**src/rtl/sram_dp.sv**
```systemverilog
module sram_dp #(
  parameter int AW    = 6,
  parameter int LW    = 9,
  parameter int LANES = 2
) (
  input  logic                  clk,
  input  logic                  rst_n,
  input  logic                  pipe_mode,
  input  logic                  oe,
  input  logic                  cs,
  input  logic                  gwe,
  input  logic                  bwe,
  input  logic [LANES-1:0]      bsel,
  input  logic [AW-1:0]         addr,
  input  logic [LANES*LW-1:0]   wdata,
  output logic [LANES*LW-1:0]   dq,
  output logic                  dq_en
);
  localparam int DW    = LANES * LW;
  localparam int DEPTH = 1 << AW;

  logic [LANES-1:0] lane_wr;
  logic             wr_any, rd_now;
  logic [AW-1:0]    addr_q;
  logic             rd_q, rd_q2, cs_q;
  logic [DW-1:0]    rdat, pipe_q;

  assign lane_wr = {LANES{cs}} & ({LANES{gwe}} | ({LANES{bwe}} & bsel));
  assign wr_any  = |lane_wr;
  assign rd_now  = cs & ~wr_any;

  for (genvar g = 0; g < LANES; g++) begin : g_lane
    logic [LW-1:0] mem [DEPTH];
    always_ff @(posedge clk)
      if (lane_wr[g]) mem[addr] <= wdata[g*LW +: LW];
    assign rdat[g*LW +: LW] = mem[addr_q];
  end

  always_ff @(posedge clk or negedge rst_n)
    if (!rst_n) begin
      addr_q <= '0;
      rd_q   <= 1'b0;
      rd_q2  <= 1'b0;
      cs_q   <= 1'b0;
      pipe_q <= '0;
    end else begin
      addr_q <= addr;
      rd_q   <= rd_now;
      rd_q2  <= rd_q;
      cs_q   <= cs;
      pipe_q <= rdat;
    end

  assign dq_en = oe & (pipe_mode ? (rd_q2 & cs_q) : rd_q);
  assign dq    = dq_en ? (pipe_mode ? pipe_q : rdat) : '0;
endmodule

```
**config.mk**
```make
export PLATFORM = sky130hd
export DESIGN_NAME = sram_dp
export DESIGN_NICKNAME = d
export VERILOG_FILES = /design/src/rtl/sram_dp.sv
export SDC_FILE = /design/constraint.sdc
export NUM_CORES = 1
export LEC_CHECK = 0
export CELL_PAD_IN_SITES_DETAIL_PLACEMENT = 0
export CELL_PAD_IN_SITES_GLOBAL_PLACEMENT = 1
export CORE_AREA = 2 2 361 363
export DETAILED_ROUTE_END_ITERATION = 6
export DIE_AREA = 0 0 363 365
export DONT_BUFFER_PORTS = 1
export GPL_ROUTABILITY_DRIVEN = 0
export PLACE_DENSITY_LB_ADDON = 0.25
export SYNTH_ARGS = -nofsm -noshare
export SYNTH_HDL_FRONTEND = slang
export SYNTH_SLANG_ARGS = --single-unit
```
**constraint.sdc**
```tcl
create_clock -name clk -period 2.15 [get_ports clk]
set_clock_uncertainty 0.15 [all_clocks]
set_input_delay 0.1075 -clock clk [delete_from_list [all_inputs] [get_ports clk]]
set_output_delay 0.1075 -clock clk [all_outputs]
set_load 0.01 [all_outputs]
```
# After elaboration in Yosys (flattened, before gate mapping)
# Memory sizes are Yosys's and may differ from the RTL's.
# Cells that the tools add are included.
totals:
  register_bits: 27
  latchBits: 0
  mem_bits_rw: 1152
  rom_bits: 0
  inputBits: 33
  word_cells: 22
  memories: 2
op_classes:
  add_sub_neg: 0
  n_mul: 0
  div_mod_pow: 0
  n_lt_le_gt_ge: 0
  eq_ne: 0
  shift: 0
  n_mux: 7
  bitwise: 7
  n_reduce_logical: 1
memory_table:
  columns: ["name", "words", "word_bits", "rd", "rd_ports_with_merged_regs", "wr", "line", "rtl"]
  rows:
  - ["g_lane[0].mem", 64, 9, 1, 0, 1, "33", "logic [LW-1:0] mem [DEPTH];"]
  - ["g_lane[1].mem", 64, 9, 1, 0, 1, "33", null]
ops:
  columns: ["op", "count"]
  rows:
  - ["$mux W18", 2]
  - ["$mux W1", 5]
  - ["$and A2 B2 Y2", 2]
  - ["$and A1 B1 Y1", 3]
  - ["$or A2 B2 Y2", 1]
  - ["$reduce_or A2 Y1", 1]
  - ["$not A1 Y1", 1]

# Logic depth before layout (Yosys ltp)
depth:
  depth_word: 6
  mapped_depth: 11
  ltp_nobuf: 6

# Worst setup path after synthesis
# OpenSTA, ideal clock, no wires.
synth_timing:
  path_type: "register to output"
  startpoint: "reg addr_q[0]"
  endpoint: "out dq[13]"
  arrival_time_ns: 2.082
  required_ns: 1.893
  path_slack_ns: -0.190
  stages_incl_launch_ff: 11
  n_path_buf: 4
  cell_sequence: "dfrtp_1 > buf_6 > buf_12 > and2_1 > buf_2 > buf_6 > a22o_1 > a221oi_1 > o2111ai_1 > o32a_1 > o21ai_1"
synth_via:
  elab_chain_cells: 3
synth_rtl:
  columns: ["item", "line", "rtl"]
  rows:
  - ["start, declared", "24", "logic [AW-1:0] addr_q;"]
  - ["start signal, assigned", "47", "addr_q <= addr;"]
  - ["$mem_v2 Z64 W9", null, null]
  - ["$mux W18 (2 in series)", "55", "assign dq = dq_en ? (pipe_mode ? pipe_q : rdat) : '0;"]
  - ["end, declared", "16", "output logic [LANES*LW-1:0] dq,"]
# No other way between the ends.

# Worst setup path after layout
layout_timing:
  startpoint: "reg addr_q[0]"
  endpoint: "out dq[2]"
layout_via:
  elab_chain_cells: 3
layout_rtl:
  columns: ["item", "line", "rtl"]
  rows:
  - ["$mem_v2 Z64 W9", null, null]
  - ["named net rdat[2]", "26", "logic [DW-1:0] rdat, pipe_q;"]
  - ["$mux W18 (2 in series)", "55", null]
# The timed path passes the listed nets, and every way through them passes these cells.

==> metrics.md <==
| Metric | Value |
|---|---|
| Status | `complete, but fails checks` |
| Failing checks | `setup timing` |
| Commonest non-fill, non-tap cell in the layout | `edfxtp_1` |
| Final period utilization | `1.707` |
| R2R Setup Slk | `-1.25 ns` |
| Nets | `approximately 2.8k` |
| Worst-Margin Slew | `between 0.5 and 0.6 ns` |
| Cell Pwr Density | `857.0 nW/µm²` |
| Max cap viols | `0` |
| Unrepaired setup endpoints after global routing | `yes` |
| Dpl cells | `about 4.2k` |
| Worst setup SP type | `flip-flop` |
| Core footprint | `128700 µm²` |
| Die area | `132500 µm²` |
| Die height | `365 µm` |
| Netlist Area Pre-Place | `approximately 46000 µm²` |
| DRT Wirelength | `122.5 mm` |
| Max Transition Viols Final | `0` |
| Share of the synthesized area in the top cell type | `0.7505` |
| Clk slew on worst S/H paths | `0.06 ns` |
| Tmin final | `3.671 ns` |
| Metal-1 WL | `53.61 mm` |
| Largest net degree at the start of global routing | `65` |
| 1st-iter DRT viols | `2448` |
| Max Root-Sink Buffers | `3` |
| Initial Utilization | `0.3583` |
| Fmax | `0.2724 GHz` |
| Worst R2R Start | `addr_q[0]$_DFF_PN0_` |
| Detailed placer's ending HPWL | `75.87 mm` |
| Average size of a mapped cell | `20.49 µm²` |
| Worst min path class | `input pin to flip-flop` |
| Total GRT Usage | `0.1840` |
| Layout overhead on the synthesized area | `26.12%` |
| Final hold vios | `0` |
| FP Rows | `132` |
| Yosys Warn Count | `0` |
| Routed wire per std cell | `26.95 µm` |
| IO buf count | `0` |
| Filler cell count | `10.79k` |
| ANT nets after route | `0` |
| CTS Buf Count | `120` |
| CP endpoint kind | `output pin` |
| CTS tree | `built` |
| Sequential area share after synthesis | `0.7652` |
| Routed wl met2 | `59.19 mm` |
| Post-Syn Nets | `2282` |
| Total grt overflow | `0` |
| Root buffer cell | `clkbuf_16` |
| Initial antenna violation count | `5` |
| Worst hold slack | `0.04366 ns` |
| Synthesized instance count | `2249` |
| Die Span X | `about 360 µm` |
| Ranking of synthesized cells by area | `edfxtp_1 (75%), mux4_2 (11%), mux2i_1 (4.1%), dfrtp_1 (1.5%), nor2_1 (1.2%)` |
| Distinct cells, synth | `45` |
| Yosys top cell by area | `edfxtp_1` |
| DRC Markers | `0` |
| Skew-Pair Late Insertion Delay | `just over 0.7 ns` |
| Via-to-Cell Ratio | `5.330` |
| Worst Hold Launch | `addr[1]` |
| Vias in the first global route | `24.87k` |
| Synth Flop Type | `edfxtp_1` |
| Final Non-Filler Cells | `4544` |
| N_diodes | `0` |
| Critical path class | `flip-flop to output pin` |
| First-pass GRT wire length | `176.3 mm` |
| Worst VDD drop | `between 0.6 and 0.7 mV` |
| Critical-path maximum fanout | `8` |
| Synth Register Bits | `1179` |
| DR top layer | `met5` |
| Worst Setup SP | `addr_q[0]$_DFF_PN0_` |
| Rel. slew slack | `0.6227` |
| Io pins | `52` |
| Initial DRT Pass Iterations | `5` |
| Static leakage | `19.49 nW` |
| Share of cells above drive strength 1 | `0.3778` |
| Req. time, crit path | `1.89 ns` |
| Asr flop ratio synth | `0.02290` |
| Commonest cells after routing, fill and taps aside | `edfxtp_1 (1152), buf_4 (353), mux4_2 (232), mux2i_1 (156), nor2_1 (140)` |
| DR vias | `24.22k` |
| Number of synthesized flops with an enable pin | `1152` |
| Slack of the critical path | `-1.521 ns` |
| WL met3 | `7.112 mm` |
| CP Data Arrival Time | `approximately 3.4 ns` |
| CTS H-tree depth | `3` |
| Final setup violation count | `36` |
| CTS sink count | `around 1.2k` |
==> what timing repair did <==
action | 4_1_cts | 5_1_grt
pin swaps | 18 | 45
endpoints found under the setup margin | 37 | 85
hold buffers | 53 | 1
buffers inserted | 41 | 62
endpoints found under the hold margin | 2027 | 1
resized for setup | 221 | 128
gates cloned | 11 | 2
==> synthesized netlist by cell type, drive strengths merged (13+ instances only) <==
cell type,n
edfxtp,1152
o21ai,36
nand3,17
clkbuf,45
inv,16
mux2i,189
nand2,86
buf,86
a22oi,33
nor2,152
mux4,234
dfrtp,27
o22ai,13
a221oi,23
and2,14
==> kinds of logic after synthesis <==
kind of cell / after synthesis / synth area share
compound gates: 177 / 0.02861
buf+inv: 147 / 0.01868
flops: 1179 / 0.7652
mux: 430 / 0.1573
simple gates: 316 / 0.03029
==> sequential cells by signal, indices dropped and copies added, names as in the netlist <==
signal      count
addr_q          6
cs_q            1
g_lane.mem   1152
pipe_q         18
rd_q            1
rd_q2           1
==> through the flow <==
stage	setup slack, ns	area, µm²	power, mW	setup TNS [ns]	util
6_report	-1.521	58130	49.82	-34.37	0.4519
5_1_grt	-1.555	58130	51.36	-36.87	0.4519
4_1_cts	-1.550	57180	50.06	-34.32	0.4445
3_5_place_dp	-1.003	50660	28.29	-27.44	0.3938
3_3_place_gp	-1.027	50660	28.27	-26.81	0.3938
2_1_floorplan	-0.1191	46250	27.30	-2.084	-
==> power by group <==
group / internal (mW) / switching, mW
Clock: 12.1 / 8.70
Combinational: 1.65 / 1.98
Sequential: 25.4 / 0.0613
==> worst max-delay path, cell delays in order (launching register included) <==
cell and delay (ns):
dfrtp_4 0.52, buf_16 0.19, buf_4 0.13, mux4_2 0.49, mux4_2 0.53, o22ai_2 0.16
buf_6 0.15, o32ai_4 0.08, mux2i_1 0.19, buf_4 0.20, nor2_4 0.05
==> path summary, 6_finish.rpt <==
path,end,depth (start not counted)
worst max register to register,pipe_q[6]$_DFF_PN0_,19
max in group asynchronous,addr_q[0]$_DFF_PN0_,4
worst min register to register,rd_q2$_DFF_PN0_,0
min in group asynchronous,pipe_q[2]$_DFF_PN0_,4
worst max-delay path,dq[2],10
worst min-delay path,g_lane[0].mem[61][8]$_DFFE_PP_,4
==> per-layer routing <==
metal | track usage | vias to the layer above
li1 | - | 10303
met1 | 0.2569 | 13032
met2 | 0.3001 | 699
met3 | 0.03122 | 179
met4 | 0.04760 | 6
met5 | 0 | -
==> final cells by class <==
class	count	area, µm²	area share
flip-flops and latches	1179	35280	0.6069
multi-input cells	923	11230	0.1932
clock inverters	78	706.9	0.01216
clock buffers	146	3226	0.05548
inverters	16	67.56	0.001162
repair buffers	527	5527	0.09506
well taps	1675	2096	0.03605
Note: power is estimated with default switching activity, not from simulation.
